**config.mk**
```make
export PLATFORM = sky130hd
export DESIGN_NAME = ntmirror_ctrl
export DESIGN_NICKNAME = d
export VERILOG_FILES = /design/src/rtl/ntmirror_ctrl.sv
export SDC_FILE = /design/constraint.sdc
export NUM_CORES = 1
export LEC_CHECK = 0
export CORE_AREA = 5 5 42 44
export DETAILED_ROUTE_END_ITERATION = 6
export DIE_AREA = 0 0 47 49
export DONT_BUFFER_PORTS = 1
export GPL_TIMING_DRIVEN = 1
export PLACE_DENSITY = 0.37
export SYNTH_ARGS = -nofsm -noshare
export SYNTH_HDL_FRONTEND = slang
export SYNTH_SLANG_ARGS = --single-unit
```
**constraint.sdc**
```tcl
create_clock -name clk -period 2 [get_ports clk]
set_input_delay 0.4 -clock clk [delete_from_list [all_inputs] [get_ports clk]]
set_output_delay 0.4 -clock clk [all_outputs]
set_load 0.02 [all_outputs]
```
**src/rtl/ntmirror_ctrl.sv**
```systemverilog
module ntmirror_ctrl #(
  parameter int AW = 14,
  parameter int MW = 3
) (
  input  logic          clk,
  input  logic          rst_n,
  input  logic          hdr_vert,
  input  logic          hdr_four,
  input  logic          map_ctl,
  input  logic          host_we,
  input  logic [MW-1:0] host_wdata,
  input  logic [AW-1:0] ppu_addr,
  input  logic          ppu_rd,
  input  logic          ppu_wr,
  output logic          int_cs,
  output logic          ext_cs,
  output logic          ram_a10,
  output logic [9:0]    ram_a
);

  localparam logic [MW-1:0] M_HORZ = MW'(0);
  localparam logic [MW-1:0] M_VERT = MW'(1);
  localparam logic [MW-1:0] M_LOW  = MW'(2);
  localparam logic [MW-1:0] M_HIGH = MW'(3);
  localparam logic [MW-1:0] M_DIAG = MW'(4);
  localparam logic [MW-1:0] M_ELL  = MW'(5);
  localparam logic [MW-1:0] M_FOUR = MW'(6);

  logic [MW-1:0] mode_q;
  logic [MW-1:0] mode_eff;
  logic          a11, a10, in_win, four;

  always_ff @(posedge clk) begin
    if (!rst_n)
      mode_q <= hdr_vert ? M_VERT : M_HORZ;
    else if (host_we)
      mode_q <= host_wdata;
  end

  always_comb begin
    if (hdr_four)      mode_eff = M_FOUR;
    else if (map_ctl)  mode_eff = mode_q;
    else if (hdr_vert) mode_eff = M_VERT;
    else               mode_eff = M_HORZ;
  end

  assign a11    = ppu_addr[11];
  assign a10    = ppu_addr[10];
  assign in_win = ppu_addr[13] && (ppu_addr[12:8] != 5'h1F) && (ppu_rd || ppu_wr);
  assign four   = (mode_eff == M_FOUR);

  always_comb begin
    unique case (mode_eff)
      M_VERT:  ram_a10 = a10;
      M_LOW:   ram_a10 = 1'b0;
      M_HIGH:  ram_a10 = 1'b1;
      M_DIAG:  ram_a10 = a11 ^ a10;
      M_ELL:   ram_a10 = a11 | a10;
      M_FOUR:  ram_a10 = a10;
      default: ram_a10 = a11;
    endcase
  end

  assign int_cs = in_win && !(four && a11);
  assign ext_cs = in_win && four && a11;
  assign ram_a  = ppu_addr[9:0];

  AST_CS_EXCLUSIVE: assert property (@(posedge clk) disable iff (!rst_n)
    !(int_cs && ext_cs));
  AST_NO_CS_OUTSIDE: assert property (@(posedge clk) disable iff (!rst_n)
    (!ppu_addr[13] || ppu_addr[12:8] == 5'h1F || !(ppu_rd || ppu_wr)) |-> !(int_cs || ext_cs));
  AST_FOUR_OVERRIDE: assert property (@(posedge clk) disable iff (!rst_n)
    (hdr_four && (int_cs || ext_cs)) |-> (ram_a10 == ppu_addr[10] && ext_cs == ppu_addr[11]));
  AST_HEADER_HV: assert property (@(posedge clk) disable iff (!rst_n)
    (!hdr_four && !map_ctl) |-> (ram_a10 == (hdr_vert ? ppu_addr[10] : ppu_addr[11]) && !ext_cs));
  AST_MODE_LOAD: assert property (@(posedge clk) disable iff (!rst_n)
    host_we |=> (mode_q == $past(host_wdata)));
  AST_MODE_HOLD: assert property (@(posedge clk) disable iff (!rst_n)
    (!host_we && !$past(!rst_n)) |=> $stable(mode_q));
  AST_LOW_BITS: assert property (@(posedge clk) disable iff (!rst_n)
    ram_a == ppu_addr[9:0]);

endmodule

```
==> Word level (Yosys, flattened, before mapping) <==
Index checks and enable logic that the tools add are counted.
{ "totals": {"output_inout_bits": 13, "input_bits": 25, "reg_bits": 3, "wordCells": 26} }
{ "op_classes": {"n_reduce_logical": 9, "eq_ne": 8, "bitwise": 2, "n_mux": 6} }
{ "ops": {"columns": ["operator", "n"], "rows": [
  ["$mux W3", 4],
  ["$eq A3 B3 Y1 const B", 3],
  ["$eq A3 B2 Y1 const B", 2],
  ["$logic_and A1 B1 Y1", 6],
  ["$ne A5 B5 Y1 const B", 1],
  ["$pmux W1 S5", 1],
  ["$eq A3 B1 Y1 const B", 1],
  ["$ne A2 B1 Y1 const B", 1],
  ["$reduce_or A2 Y1", 1],
  ["$logic_not A1 Y1", 1],
  ["$logic_or A1 B1 Y1", 1],
  ["$mux W1", 1],
  ["$or A1 B1 Y1", 1],
  ["$xor A1 B1 Y1", 1]
]} }

==> Longest topological paths before layout <==
Gate-level depths: netlist of run 1.
{ "depth": {"word_depth": 7, "ltp_mapped": 6, "ltp_nobuf": 6} }

==> Worst setup path before layout of run 1 <==
OpenSTA, ideal clock, no wires.
{ "synth_path": {"path_type": "input port to output port", "startpoint": "in ppu_addr[10]", "endpoint": "out ram_a10", "path_slack_ns": 0.136, "arrival_time_ns": 1.464, "stages": 6, "t_required_ns": 1.600, "n_path_buf": 0, "cell_sequence": "inv_1 ha_1 nand2b_1 a211oi_1 o21bai_2 a31oi_1"} }
{ "synth_between": {"elab_chain_len": 2, "elab_cells_between_ends": 3, "classes_between": "1 x mux; 2 x bitwise"} }
{ "synth_lines": {"columns": ["item", "line_no", "rtl"], "rows": [
  ["start: declaration", "12", "input logic [AW-1:0] ppu_addr,"],
  ["$or A1 B1 Y1 or $xor A1 B1 Y1 (tied branches)", "58, 57", null],
  ["$pmux W1 S5 (*)", "53", "unique case (mode_eff)"],
  ["end: declaration", "17", "output logic ram_a10,"]
]} }
Every way passes the cells marked *; elsewhere a longest branch is shown, timed or not.

==> Worst setup path in the final report of run 1 <==
{ "layout_path": {"startpoint": "reg mode_q[1]", "endpoint": "out ram_a10"} }
{ "layout_between": {"elab_chain_len": 5, "elab_cells_between_ends": 10, "classes_between": "6 x eq/ne; 3 x mux; 1 x reduce/logical"} }
{ "layout_lines": {"columns": ["item", "line_no", "rtl"], "rows": [
  ["start: declaration", "29", "logic [MW-1:0] mode_q;"],
  ["start signal: assignment", "35", "mode_q <= hdr_vert ? M_VERT : M_HORZ;"],
  ["start signal: assignment", "37", "mode_q <= host_wdata;"],
  ["$mux W3 (*)", "42", "else if (map_ctl) mode_eff = mode_q;"],
  ["$mux W3 (*)", "41", "if (hdr_four) mode_eff = M_FOUR;"],
  ["$eq A3 B3 Y1 or $eq A3 B1 Y1 (tied branches)", "53", null],
  ["$reduce_or A2 Y1 (no source line)", null, null],
  ["$pmux W1 S5 (*)", "53", null]
]} }
Marks and branches as above.

==> metrics.csv, run 1 <==
metric,value,unit
drtPass1Iterations,4,
crit_chain,or3_4 > a31o_1 > a31oi_1 > buf_4,
critical_path_arrival,1550,ps
max_flop_register,mode_q,
fmaxAchievable,514,MHz
rsz0062_at_grt,yes,
wl_per_cell,15.5,um
layout.nets,71,
worst_pin_slew,279,ps
synth_enable_flop_cells,3,
htreeDepth,1,
pin_count_of_the_biggest_net_entering_global_routing,8,
floorplan.die.width,47,um
finalWeightedCongestion,0.785,
clock-sinks,3,
worst_path_required_time,1600,ps
wire_length_of_the_first_global_routing_pass,1320,um
final_max_slew_viol_count,0,
synthesis.yosys.warnings,0,
vias_in_the_first_global_route,284,
cts_buffer_depth,2,
syn_avg_cell_area,8.23,sq um
postSynthRegisterBits,3,
antenna_left,0,
drive_above_1_share,0.372,
setup_viol,0,
synthArstFlopShare,0,
die_height,49,um
worstHoldPathCells,1,
dr_total_vias,327,
routed_wirelength,913,um
insertedDiodeCount,0,
timing.final.hold_violations,0,
fin_crit,1950,ps
cts-buffers-inserted,3,
drt-vias-per-instance,5.54,
peakVddDrop,0.306,mV
timing.setup.critical_path_class,reg -> out,
synth.lib_cells_used.distinct,23,
tritoncts_clock_tree,done,
power.leakage,0.000149,uW
drt_iter0_drc,9,
biggest_regs,mode_q (3),
timing.critical_path.slowest_cell_delay,420,ps
synthesis.area,370,sq um
place_inst,52,
initial_core_util,0.264,
design.core.area,0.00140,sq mm
crit_path_max_fanout,2,
ys_seq_area_frac,0.243,
syn2layout_area_growth,6.08,%
postSynth.topFlopCell,edfxtp_1,
groute.usage.overall,0.0812,
post-layout-total-power,252,uW
root_buffer,clkbuf_4,
run_status,"complete, no violations",
io_buffer_count,0,
critical_path_buf_inv_count,1,
initial_antenna_violation_count,0,
postSynthCellCount,45,
crit_path_end_kind,output port,
cts.reportedPaths.clkPinSlew,40,ps
post_route_drc,0,
maxSlewHeadroom,0.812,
layoutNonFillerInstCount,59,
startpoint_type,register,
rows,14,
die_area,0.00230,sq mm
critical_path_cell_count,4,
cpMaxStageDelayCell,or3_4,
top_level_pins,38,
power_density,642,mW/mm^2
hold_class,in -> reg,
commonest_cells_after_routing_fill_and_taps_aside,"nand2_1, buf_4",
final_period_utilization,0.973,
mappedNetlistNets,72,
largest_reg_flops,3,
globalRouteOverflowTotal,0,
timing.max_cap.violations,0,
timing.critical_path.max_delay_family,simple AND/OR/NAND/NOR gates,
-- synth_stat cells (2+ instances only) --
cell type,number,share of area
edfxtp_1,3,0.24
nand2b_1,3,0.051
nor3_1,3,0.041
o21ai_0,2,0.027
buf_4,10,0.20
nand2_1,4,0.041
ha_1,2,0.068
inv_1,2,0.020
and2_1,2,0.034
-- layout make-up --
class / instances / area, sq um
fillers: 167 / 1010
well taps: 16 / 20.0
flip-flops and latches: 3 / 90.1
repair buffers: 4 / 30.0
inverters: 3 / 11.3
multi-input cells: 29 / 215
clock buffers: 4 / 26.3
-- routing by layer --
metal	vias up	wire length [um]	GRT usage
met5	-	0	0
met4	0	19	0.0691
met3	2	147	0.0443
met2	36	440	0.111
met1	143	305	0.0863
li1	146	-	-
-- stage by stage --
stage | setup WS, ps | util | TNS (ps) | area [sq um] | hold WS (ps)
detailed placement | 149 | 0.230 | 0 | 323 | 604
floorplan | 136 | - | 0 | 370 | 598
finish | 54.9 | 0.280 | 0 | 393 | 365
global route | -26.4 | 0.280 | -50.5 | 393 | 356
CTS | 11.3 | 0.264 | 0 | 370 | 359
global placement | 194 | 0.230 | 0 | 323 | 600
-- kinds of logic (layout without fill, tap and decap cells) --
group,count (synthesis),in the layout,share of synthesized area
compound gates,9,9,0.186
buf+inv,13,11,0.233
fa+ha+maj,2,2,0.0676
simple gates,17,17,0.240
mux,1,1,0.0304
flops,3,3,0.243
-- timing repair --
item | 4_1_cts | 5_1_grt
pin swaps | 0 | 5
hold buffers | 0 | 0
cloned | 0 | 0
gates resized for setup | 1 | 4
buffers inserted | 2 | 1
setup endpoints to repair | 1 | 2
-- path summary, 6_finish.rpt --
path	slack (ps)	endpoint	start
max	50	ram_a10	mode_q[1]
min	360	mode_q[1]	rst_n
-- power by group --
group,switching (uW),internal (uW)
Clock,31.5,74.8
Combinational,33.1,32.2
Sequential,3.77,76.8
No activity file was read; power rests on OpenSTA's default activity.
==> run 2: changes to the inputs <==
- PLACE_DENSITY: 0.37 -> 0.39
- clock period: 2 -> 1.6 ns (I/O delays scaled with it)
==> metrics.csv, run 2 (synthesis gave the netlist of run 1 again) <==
metric,value,unit
run_status,"finished, violations left",
violations_in_the_final_reports,setup timing,
vias_in_the_first_global_route,327,
routed_wirelength,865,um
crit_path_max_fanout,2,
max_flop_register,mode_q,
drt-vias-per-instance,5.47,
p_int,233,uW
postCtsSetupBuffers,0,
syn2layout_area_growth,14.9,%
htreeDepth,1,
commonest_cells_after_routing_fill_and_taps_aside,"buf_4, nand2_1, nand2b_1, clkbuf_4, edfxtp_1",
die_area,0.00230,sq mm
timing.final.hold_violations,0,
largest_reg_flops,3,
wire_length_of_the_first_global_routing_pass,1330,um
final_max_slew_viol_count,0,
pin_count_of_the_biggest_net_entering_global_routing,6,
critical_path_buf_inv_count,0,
worst_pin_slew,313,ps
utilization,0.304,
fmaxAchievable,569,MHz
cts.reportedPaths.clkPinSlew,40,ps
antenna_left,0,
root_buffer,clkbuf_4,
finalWeightedCongestion,0.871,
timing.max_cap.violations,0,
pwr-share-comb,0.279,
timing.critical_path.slowest_cell_delay,410,ps
drive_above_1_share,0.409,
groute.usage.overall,0.0847,
rsz0062_at_grt,yes,
peakVddDrop,0.325,mV
dr_total_vias,328,
io_buffer_count,0,
pre_cts_ws,-79.9,ps
initial_core_util,0.264,
die_height,49,um
initial_antenna_violation_count,0,
drtPass1Iterations,4,
crit_chain,or3_4 > a311oi_2 > a31oi_4,
fin_crit,1760,ps
dp.final_hpwl,695,um
cts_buffer_depth,2,
maxSlewHeadroom,0.789,
p_sw,89.3,uW
insertedDiodeCount,0,
post_route_drc,0,
worst_path_required_time,1280,ps
tritoncts_clock_tree,done,
top_level_pins,38,
rows,14,
crit_path_end_kind,output port,
hold_fix_buffers_at_cts,0,
cpMaxStageDelayCell,or3_4,
clock-sinks,3,
layout.nets,72,
floorplan.die.width,47,um
cts-buffers-inserted,3,
timing.critical_path.max_delay_family,compound AO/OA/AOI/OAI gates,
commonest_non_fill_non_tap_cell_in_the_layout,buf_4,
setup_total_negative_slack,-272,ps
net_switching_fraction_of_the_power,0.277,
setup_ws,-158,ps
setup_viol,3,
drt_iter0_drc,3,
biggest_regs,mode_q (3),
timing.setup.critical_path_class,reg -> out,
post-layout-total-power,322,uW
seq_power_share,0.312,
final_period_utilization,1.10,
wl_per_cell,14.4,um
power.leakage,0.000160,uW
power_density,757,mW/mm^2
critical_path_arrival,1440,ps
globalRouteOverflowTotal,0,
hold_class,in -> reg,
clockPowerShare,0.410,
startpoint_type,register,
design.core.area,0.00140,sq mm
run 2: cell types whose count changed in the layout (fill, tap and decap cells not counted):
cell	change
a31oi_1	-1
o21ai_2	+1
nor2b_1	+1
nor2b_2	-1
nor3_1	-1
o21ai_0	-1
buf_4	+1
a31oi_4	+1
nor2_2	-1
nor3_4	+1
nor2_1	+1
run 2: timing repair:
| action | 4_1_cts | 5_1_grt |
|---|---|---|
| gates resized for setup | 3 | 3 |
| pin swaps | 3 | 1 |
| endpoints found under the setup margin | 3 | 3 |
run 2: per-layer routing:
layer,share of wire,routed length [um],track usage
met5,0,0,0
met4,0.031,27,0.0691
met3,0.16,137,0.0517
met2,0.51,438,0.133
met1,0.30,261,0.0708
run 2: area by class of cell:
cell class	count	area, sq um
fill	152	976
multi-input combinational	29	240
sequential	3	90.1
timing repair buffer	5	37.5
clock buffer	4	26.3
tap	16	20.0
inverter	3	11.3
run 2: power by group through the flow:
| stage | registers, uW | clock network, uW | logic, uW |
|---|---|---|---|
| final | 100 | 132 | 89.8 |
| after global routing | 101 | 154 | 96.5 |
| after CTS | 100 | 138 | 85.6 |
| after detailed placement | 101 | 0 | 81.8 |
| after global placement | 101 | 0 | 79.3 |
| after floorplan | 105 | 0 | 90.2 |
run 2: final timing paths:
check      start   endpoint  slack [ps]  cells after the start
max    mode_q[2]    ram_a10        -160                      3
min        rst_n  mode_q[2]         300                      1
run 2: through the flow:
step / cells / area [sq um] / hold slack (ps)
2_1_floorplan: 45 / 392 / 518
3_3_place_gp: 56 / 374 / 524
3_5_place_dp: 56 / 374 / 533
4_1_cts: 60 / 410 / 290
5_1_grt: 60 / 425 / 286
6_report: 60 / 425 / 297
